File: src/rtl/qa_wdg_pkg.sv
package qa_wdg_pkg;

    localparam int DATA_W = 8;
    localparam int N_ANS  = 4;
    localparam int IDX_W  = $clog2(N_ANS);

    typedef logic [DATA_W-1:0] word_t;
    typedef logic [IDX_W-1:0]  idx_t;

    typedef enum logic [1:0] {
        ST_CLOSED = 2'd0,
        ST_OPEN   = 2'd1,
        ST_TRIP   = 2'd2
    } wdg_state_t;

    // Per-index constant mixed into each answer.
    function automatic word_t index_key(idx_t i);
        word_t k;
        case (i)
            2'd0:    k = 8'h3C;
            2'd1:    k = 8'hA5;
            2'd2:    k = 8'h5A;
            default: k = 8'hC3;
        endcase
        return k;
    endfunction

    // Rotate left by the index, then mix with the index constant.
    function automatic word_t expected_answer(word_t tok, idx_t i);
        word_t r;
        r = tok;
        for (int n = 0; n < N_ANS; n++) begin
            if (n < int'(i)) begin
                r = {r[DATA_W-2:0], r[DATA_W-1]};
            end
        end
        return r ^ index_key(i);
    endfunction

endpackage

File: src/rtl/qa_token_lfsr.sv
module qa_token_lfsr #(
    parameter int          W        = 8,
    parameter logic [W-1:0] SEED     = 8'hA7,
    parameter logic [W-1:0] TAP_MASK = 8'hB8
) (
    input  logic         clk,
    input  logic         rst_n,
    input  logic         advance,
    output logic [W-1:0] state
);

    logic [W-1:0] state_q;
    logic         feedback;

    assign feedback = ^(state_q & TAP_MASK);

    always_ff @(posedge clk) begin
        if (!rst_n) begin
            state_q <= SEED;
        end else if (state_q == '0) begin
            state_q <= SEED;
        end else if (advance) begin
            state_q <= {state_q[W-2:0], feedback};
        end
    end

    assign state = state_q;

endmodule

File: src/rtl/qa_window_timer.sv
module qa_window_timer #(
    parameter int MAX_COUNT = 11,
    localparam int CW = $clog2(MAX_COUNT + 1)
) (
    input  logic          clk,
    input  logic          rst_n,
    input  logic          restart,
    output logic [CW-1:0] count
);

    logic [CW-1:0] cnt_q;

    always_ff @(posedge clk) begin
        if (!rst_n) begin
            cnt_q <= '0;
        end else if (restart) begin
            cnt_q <= '0;
        end else if (cnt_q != CW'(MAX_COUNT)) begin
            cnt_q <= cnt_q + CW'(1);
        end
    end

    assign count = cnt_q;

endmodule

File: src/rtl/qa_answer_check.sv
module qa_answer_check
    import qa_wdg_pkg::*;
(
    input  word_t token,
    input  idx_t  cur_idx,
    input  idx_t  wr_idx,
    input  word_t wr_data,
    output logic  match
);

    word_t exp_tab [N_ANS];

    for (genvar g = 0; g < N_ANS; g++) begin : g_exp
        assign exp_tab[g] = expected_answer(token, idx_t'(g));
    end

    assign match = (wr_idx == cur_idx) && (wr_data == exp_tab[cur_idx]);

endmodule

File: src/rtl/qa_err_accum.sv
module qa_err_accum #(
    parameter int LIMIT = 4,
    localparam int AW = $clog2(LIMIT + 1)
) (
    input  logic          clk,
    input  logic          rst_n,
    input  logic          inc,
    input  logic          dec,
    input  logic          clr,
    output logic [AW-1:0] count,
    output logic          reach
);

    logic [AW-1:0] cnt_q;

    assign reach = inc && (cnt_q == AW'(LIMIT - 1));

    always_ff @(posedge clk) begin
        if (!rst_n) begin
            cnt_q <= '0;
        end else if (clr) begin
            cnt_q <= '0;
        end else if (inc) begin
            cnt_q <= cnt_q + AW'(1);
        end else if (dec && (cnt_q != '0)) begin
            cnt_q <= cnt_q - AW'(1);
        end
    end

    assign count = cnt_q;

endmodule

File: src/rtl/qa_watchdog.sv
module qa_watchdog
    import qa_wdg_pkg::*;
#(
    parameter int    OPEN_T    = 4,
    parameter int    CLOSE_T   = 11,
    parameter int    ERR_LIMIT = 4,
    parameter int    RST_LEN   = 6,
    parameter word_t SEED      = 8'hA7,
    parameter word_t TAP_MASK  = 8'hB8,
    localparam int   ACC_W     = $clog2(ERR_LIMIT + 1),
    localparam int   TMR_MAX   = (CLOSE_T > RST_LEN) ? CLOSE_T : RST_LEN,
    localparam int   TMR_W     = $clog2(TMR_MAX + 1)
) (
    input  logic             clk,
    input  logic             rst_n,
    input  logic             ans_wr,
    input  logic [IDX_W-1:0] ans_idx,
    input  logic [DATA_W-1:0] ans_data,
    output logic [DATA_W-1:0] token,
    output logic [IDX_W-1:0] cur_idx,
    output logic [ACC_W-1:0] err_cnt,
    output logic             win_open,
    output logic             err_flag,
    output logic             wdg_rst
);

    wdg_state_t       state_q, state_d;
    logic [TMR_W-1:0] tmr_cnt;
    idx_t             idx_q;
    logic             flag_q;
    logic             match;
    logic             reach;
    logic             ev_good, ev_last, ev_err, trip_done;
    logic             at_open_edge, at_close_edge;

    // Submodules
    qa_token_lfsr #(
        .W        (DATA_W),
        .SEED     (SEED),
        .TAP_MASK (TAP_MASK)
    ) u_lfsr (
        .clk     (clk),
        .rst_n   (rst_n),
        .advance (ev_last),
        .state   (token)
    );

    qa_window_timer #(
        .MAX_COUNT (TMR_MAX)
    ) u_timer (
        .clk     (clk),
        .rst_n   (rst_n),
        .restart (ev_err || ev_good || trip_done),
        .count   (tmr_cnt)
    );

    qa_answer_check u_check (
        .token   (token),
        .cur_idx (idx_q),
        .wr_idx  (ans_idx),
        .wr_data (ans_data),
        .match   (match)
    );

    qa_err_accum #(
        .LIMIT (ERR_LIMIT)
    ) u_accum (
        .clk   (clk),
        .rst_n (rst_n),
        .inc   (ev_err),
        .dec   (ev_last),
        .clr   (trip_done),
        .count (err_cnt),
        .reach (reach)
    );

    // Event decode
    assign at_open_edge  = (tmr_cnt == TMR_W'(OPEN_T - 1));
    assign at_close_edge = (tmr_cnt == TMR_W'(CLOSE_T));
    assign ev_good   = (state_q == ST_OPEN) && ans_wr && match;
    assign ev_last   = ev_good && (idx_q == idx_t'(N_ANS - 1));
    assign ev_err    = ((state_q == ST_CLOSED) && ans_wr)
                     || ((state_q == ST_OPEN) && ans_wr && !match)
                     || ((state_q == ST_OPEN) && !ans_wr && at_close_edge);
    assign trip_done = (state_q == ST_TRIP) && (tmr_cnt == TMR_W'(RST_LEN - 1));

    // State register
    always_ff @(posedge clk) begin
        if (!rst_n) begin
            state_q <= ST_CLOSED;
        end else begin
            state_q <= state_d;
        end
    end

    // Next-state logic
    always_comb begin
        state_d = state_q;
        unique case (state_q)
            ST_CLOSED: begin
                if (ev_err) begin
                    state_d = reach ? ST_TRIP : ST_CLOSED;
                end else if (at_open_edge) begin
                    state_d = ST_OPEN;
                end
            end
            ST_OPEN: begin
                if (ev_err) begin
                    state_d = reach ? ST_TRIP : ST_CLOSED;
                end else if (ev_good) begin
                    state_d = ST_CLOSED;
                end
            end
            ST_TRIP: begin
                if (trip_done) begin
                    state_d = ST_CLOSED;
                end
            end
            default: state_d = ST_CLOSED;
        endcase
    end

    // Answer index and error pulse
    always_ff @(posedge clk) begin
        if (!rst_n) begin
            idx_q  <= '0;
            flag_q <= 1'b0;
        end else begin
            flag_q <= ev_err;
            if (ev_err || trip_done || ev_last) begin
                idx_q <= '0;
            end else if (ev_good) begin
                idx_q <= idx_q + idx_t'(1);
            end
        end
    end

    // Outputs
    always_comb begin
        win_open = (state_q == ST_OPEN);
        wdg_rst  = (state_q == ST_TRIP);
        err_flag = flag_q;
        cur_idx  = idx_q;
    end

endmodule

File: config.mk
export PLATFORM = sky130hd
export DESIGN_NAME = qa_watchdog
export DESIGN_NICKNAME = d
export VERILOG_FILES = /design/src/rtl/qa_wdg_pkg.sv /design/src/rtl/qa_token_lfsr.sv /design/src/rtl/qa_window_timer.sv /design/src/rtl/qa_answer_check.sv /design/src/rtl/qa_err_accum.sv /design/src/rtl/qa_watchdog.sv
export SDC_FILE = /design/constraint.sdc
export NUM_CORES = 1
export LEC_CHECK = 0
export ABC_AREA = 1
export BUFFER_PORTS_ARGS = -buffer_cell sky130_fd_sc_hd__buf_4
export CAP_MARGIN = 15
export CORE_AREA = 2 2 58 60
export DETAILED_ROUTE_END_ITERATION = 8
export DIE_AREA = 0 0 60 62
export PLACE_DENSITY = 0.84
export REMOVE_ABC_BUFFERS = 1
export SLEW_MARGIN = 0
export SYNTH_ARGS = -nofsm -noshare
export SYNTH_HDL_FRONTEND = slang
export SYNTH_SLANG_ARGS = --single-unit
File: constraint.sdc
create_clock -name clk -period 5.2 [get_ports clk]
set_input_delay 0.52 -clock clk [delete_from_list [all_inputs] [get_ports clk]]
set_output_delay 0.52 -clock clk [all_outputs]
set_load 0.02 [all_outputs]
Word level (Yosys, flattened, before mapping):

Cells that the tools add are included.

* flip-flop bits (word level): 20
* input bits: 13
* output and inout port bits: 16
* logic and storage cells: 71

* $add $sub $neg: 4
* order comparisons: 1
* equality and inequality tests: 13
* muxes and demuxes: 12
* bitwise gates (word level): 6
* reductions and logical operators: 29

Operator list (number)
* 8-bit binary-select mux with 2-bit select: 1
* 8-bit 2-to-1 mux: 2
* 4-bit inverter: 4
* 2-bit 2-to-1 mux: 6
* 1-bit logical AND: 11
* 8-bit equality test: 1
* 8-bit zero test: 1
* 2-bit OR reduction: 4
* 8-bit XOR reduction: 1
* 1-bit logical OR: 6
* 3-bit 2-to-1 mux: 2
* 2-bit one-hot mux with 3 select lines: 1
* 4-bit by 1-bit adder with 4-bit output, second input constant: 1
* 2-bit equality test, second input constant: 2
* 4-bit by 2-bit equality test with 1-bit output, second input constant: 1
* 4-bit by 3-bit equality test with 1-bit output, second input constant: 1
* 4-bit equality test, second input constant: 1
* 4-bit inequality test, second input constant: 1
* 3-bit by 1-bit adder with 3-bit output, second input constant: 1
* 3-bit by 2-bit equality test with 1-bit output, second input constant: 1
* 3-bit greater-or-equal comparator, second input constant: 1
* 3-bit by 1-bit inequality test with 1-bit output, second input constant: 1
* 3-bit inequality test, second input constant: 1
* 2-bit inverter with 3-bit output: 1
* 11 further kinds: 12

Depth between registers and ports, before layout:

* depth after elaboration: 14
* mapped depth: 19
* mapped depth without buffers: 17

Hierarchy:

From an unflattened synthesis, not the netlist that was laid out.

* cell total of the unflattened synthesis: 274
* area, all modules: 1652.8 um2

Modules (own cells, without submodules)
* qa_answer_check: times used 1, cells each 107, area an instance 521.8 um2, seq. area each 0.0 um2
* qa_token_lfsr: times used 1, cells each 53, area an instance 369.1 um2, seq. area each 160.2 um2
* qa_watchdog: times used 1, cells each 54, area an instance 356.6 um2, seq. area each 100.1 um2
* qa_window_timer: times used 1, cells each 28, area an instance 206.4 um2, seq. area each 80.1 um2
* qa_err_accum: times used 1, cells each 32, area an instance 198.9 um2, seq. area each 60.1 um2

Worst setup path after synthesis:

No wires, ideal clock.

* path kind: register to register
* start point: reg state_q[0]
* end point: reg u_accum.cnt_q[2], in the netlist u_accum.count[2]
* library setup time: 115 ps
* arrival: 2143 ps
* data required time: 5085 ps
* setup slack: 2942 ps
* stages on the path, launching flop included: 13
* path buffers: 0
* period minus slack after synthesis: 2258 ps
* path through: dfxtp_1 -> inv_1 -> nor2_1 -> inv_1 -> nor2_1 -> a21oi_4 -> fa_1 -> inv_1 -> nand3_1 -> nand2_1 -> nand3_1 -> nand2_1 -> nor2_1

* longest elaborated chain between the ends: 6
* elaborated cells between the ends (all ways): 17
* those cells by class: eq/ne (2); mux (1); reduce/logical (14)

Ends and longest elaborated chain
* start: declaration: line qa_watchdog.sv:27 `wdg_state_t state_q, state_d;`
* start signal: assignment: line qa_watchdog.sv:92 `state_q <= state_d;`
* 2-bit by 1-bit equality test with 1-bit output (*)
* net win_open: line qa_watchdog.sv:22 `output logic win_open,`
* 1-bit logical AND: line qa_watchdog.sv:80, qa_watchdog.sv:83
* 1-bit logical AND, on equally long branches: line qa_watchdog.sv:83, qa_watchdog.sv:80
* 1-bit logical OR / 1-bit logical AND (equally long branches): line qa_watchdog.sv:83, qa_watchdog.sv:81
* 1-bit logical OR / 1-bit logical AND (equally long branches): line qa_watchdog.sv:84, qa_err_accum.sv:25
* 3-bit 2-to-1 mux / 2-bit nonzero test (equally long branches)
* end signal: assignment: line qa_err_accum.sv:24 `cnt_q <= cnt_q + AW'(1);`
* end signal: assignment: line qa_err_accum.sv:26 `cnt_q <= cnt_q - AW'(1);`
* end: declaration: line qa_err_accum.sv:14 `logic [AW-1:0] cnt_q;`

Mark *: on every way through the listed nets, which the timed path passes. The rest lies on a longest branch.
A chain may end at the register's enable or synchronous reset.

Worst setup path after layout:

* start point: reg idx_q[0], in the netlist cur_idx[0]
* end point: reg u_accum.cnt_q[2], in the netlist u_accum.count[2]

* longest elaborated chain between the ends: 11
* elaborated cells between the ends (all ways): 17
* those cells by class: eq/ne (3); mux (4); bitwise (1); reduce/logical (9)

Ends and longest elaborated chain
* start: declaration: line qa_watchdog.sv:29 `idx_t idx_q;`
* start signal: assignment: line qa_watchdog.sv:133 `idx_q <= idx_q + idx_t'(1);`
* 2-bit inverter with 3-bit output (implied by the code): line qa_answer_check.sv:17 `assign match = (wr_idx == cur_idx) && (wr_data == exp_tab[cur_idx]);`
* 8-bit binary-select mux with 2-bit select: line qa_answer_check.sv:17
* 8-bit 2-to-1 mux (implied by the code) (2 in series): line qa_answer_check.sv:17
* 8-bit equality test: line qa_answer_check.sv:17
* 1-bit logical AND: line qa_answer_check.sv:17
* 1-bit zero test: line qa_watchdog.sv:83 `|| ((state_q == ST_OPEN) && ans_wr && !match)`
* 1-bit logical AND: line qa_watchdog.sv:83
* 1-bit logical OR: line qa_watchdog.sv:83
* 1-bit logical OR: line qa_watchdog.sv:84 `|| ((state_q == ST_OPEN) && !ans_wr && at_close_edge);`
* 3-bit 2-to-1 mux / 2-bit nonzero test (equally long branches)

Parallel ways exist; a longest one is shown, timed or not. The select of a mux whose other input is x is not followed.

==> flow_summary.ini <==
[run_status]
status = finished clean

[synthesis]
synth-seq-cells = 20
synth.area.mux_share_pct = 0
synth_area_leader_cell = dfxtp_1
synth_edf_count = 0
ys_top_cells_by_count = nand2_1, nand3_1, inv_1
synth_compound_area_share_pct = 8.85
synth_warnings = 0
ys_types = 33
ys_top_cells_by_area = dfxtp_1, nand2_1, nand3_1
synthXorXnorAreaFrac_pct = 4.89
syn_area_um2 = 1610
synth.top_cell.area_share_pct = 24.8
synth_async_sr_flop_share_pct = 0
ys_seq_area_share_pct = 24.8
synth_fa_ha_area_share_pct = 4.35
synth_ff_type = dfxtp_1
syn_area_per_cell_um2 = 6.71
synth_most_common_cell = nand2_1
synth_top_family_by_area = simple AND/OR/NAND/NOR gates
synthSimpleGateAreaFrac_pct = 45.4
syn_inst = 240

[cells_and_area]
finalNetCount = 285
num-fill-cells = 318
final_layout_size_suffix_gt1_share_pct = 23.7
syn_to_final_growth_pct = 15.1
multi_input_area_um2 = 1020
antenna_cells = 0
final_area_um2 = 1850
regArea_um2 = 400
fin_util_pct = 58.3

[grt]
antenna_found_initial = 0
grt_max_degree = 19
grt_util_all_layers_pct = 19.2
grt_pass1_vias = 1339
grt_overflow_total = 0
grt_pass1_wl_um = 5460

[power]
powerDensity_nw_per_um2 = 176
ir_drop_mv = 0.111
p_leak_uw = 0.000897

[sta]
hold_ws_ns = 0.516
setup_viol = 0
finalMaxSlewViolations = 0
clock_skew_ns = 0.00721
fmax_mhz = 383
tightest_slew_ns = 0.687
rsz0062_at_grt = false
period_needed_ns = 2.61
slew_headroom_pct = 54.0
fin_tns_setup_ns = 0
finalHoldViolCount = 0
fin_ws_ns = 2.59
finalCritPeriodShare_pct = 50.3

[critical_path]
crit_path_cell_trace = inv_4 -> nand2_1 -> nand3_1 -> nand2_1 -> nand2_1 -> nand2_1 -> nand2_1 -> nor2_2 -> nand3_2 -> a21oi_4 -> fa_1 -> inv_1 -> nand3_1 -> nand2_1 -> a21oi_1 -> nor2_1
cp_num_buf_inv = 2
max_stage_delay_ns = 0.78
arrival_ns = 2.84
critPathRequiredTime_ns = 5.42
crit_path_end_kind = flop
worstSetupPathType = reg2reg
cp-start-kind = flop
rrSetupSlack_ns = 2.59
timing.critical_path.fanout_max = 18
cp_slowest_cell = dfxtp_1
crit_top_cell = nand2_1
crit_family = simple AND/OR/NAND/NOR gates

[die]
start_util_pct = 50.7
core_area_um2 = 3180
rows = 21
die_area_um2 = 3720
die_x_um = 60
die_h_um = 62
ioPinCount = 29

[clock_tree]
cts-buffers-inserted = 3
cts-htree-levels = 1
cts_tree = built
cts_sinks = 20
clkLatencyLatePin_ns = 0.31
post_cts_buffers = 0
cts.clk_slew.worst_paths_ns = 0.12
ctsHoldBuffers = 0
clock-root-buffer = clkbuf_4
post_cts_resized = 0
cts_max_path_buffers = 2

[place]
place_area_um2 = 1820
place_hpwl_um = 2640
place_ws_ns = 2.60
place_congestion = 0.877
port_buffers = 28

[routing]
drtPass1Iterations = 5
drc = 0
first_iter_violations = 90
via_per_inst = 5.10
ant_nets = 0
wl_um = 3370
wl_per_cell_um = 10.8
dr_total_vias = 1590

[hold_path]
hold_class = reg2reg

[flow_run]
cap_violations = 0
[path summary, 6_finish.rpt]
kind,start,endpoint,depth (start not counted)
worst max-delay path,cur_idx[0],u_accum.count[2],16
worst max register to register,cur_idx[0],u_accum.count[2],16
worst min register to register,u_timer.count[1],u_timer.count[1],2
worst min-delay path,u_timer.count[1],u_timer.count[1],2
[area by class of cell]
class                           instances  area share (%)
Inverter                               33            6.82
Clock buffer                            4            1.96
Multi-Input combinational cell        181            55.2
Tap cell                               46            3.10
Sequential cell                        20            21.6
Timing Repair Buffer                   28            11.3
[per-layer routing]
layer | vias up | wire [µm] | part of all wire [%] | track usage (%)
li1 | 830 | - | - | -
met4 | 0 | 53 | 1.6 | 7.94
met3 | 5 | 148 | 4.4 | 1.86
met5 | - | 0 | 0 | 0
met1 | 713 | 1550 | 46 | 25.2
met2 | 42 | 1620 | 48 | 32.5
[power by group]
group	total [µW]	switching, µW	leakage [µW]	internal [µW]
Clock	93.7	50.9	0.0000210	42.8
Sequential	167	7.22	0.000163	159
Combinational	65.6	36.9	0.000714	28.7
Total	326	95.0	0.000897	231
[logic make-up (layout without fill, tap and decap cells)]
logic type               after synthesis  after routing
adder cells (fa/ha/maj)                5              5
AO/OA/AOI/OAI                         22             22
flip-flops                            20             20
XOR/XNOR                               9              9
buffers and inverters                 39             65
AND/OR/NAND/NOR                      145            145
[worst register-to-register path: stages (launching register included)]
cell and delay, ns:
dfxtp_1 0.78, inv_4 0.20, nand2_1 0.14, nand3_1 0.11, nand2_1 0.13, nand2_1 0.06, nand2_1 0.06, nand2_1 0.06
nor2_2 0.11, nand3_2 0.11, a21oi_4 0.21, fa_1 0.22, inv_1 0.04, nand3_1 0.07, nand2_1 0.07, a21oi_1 0.12
nor2_1 0.05
[placed cells by master (no fill, tap or decap), types with 7 or more instances in the layout]
cell     synthesis  final
nand2_1         61     61
nand3_1         34     34
inv_1           29     29
buf_4            1     28
dfxtp_1         20     20
nor2_1          16     16
nand3_2          9      9
a21oi_1          9      9
nand2_2          8      8
xor2_1           7      7
[stage by stage]
stage	cells	total power (µW)
floorplan	234	212
global route	312	344
CTS	312	328
global placement	308	234
detailed placement	308	236
finish	312	326
[registers in the layout (all words and copies together) (netlist names)]
register / flops
u_lfsr.state: 8
u_timer.count: 4
u_accum.count: 3
cur_idx: 2
state_q: 2
err_flag: 1
(Power assumes the default switching activity.)
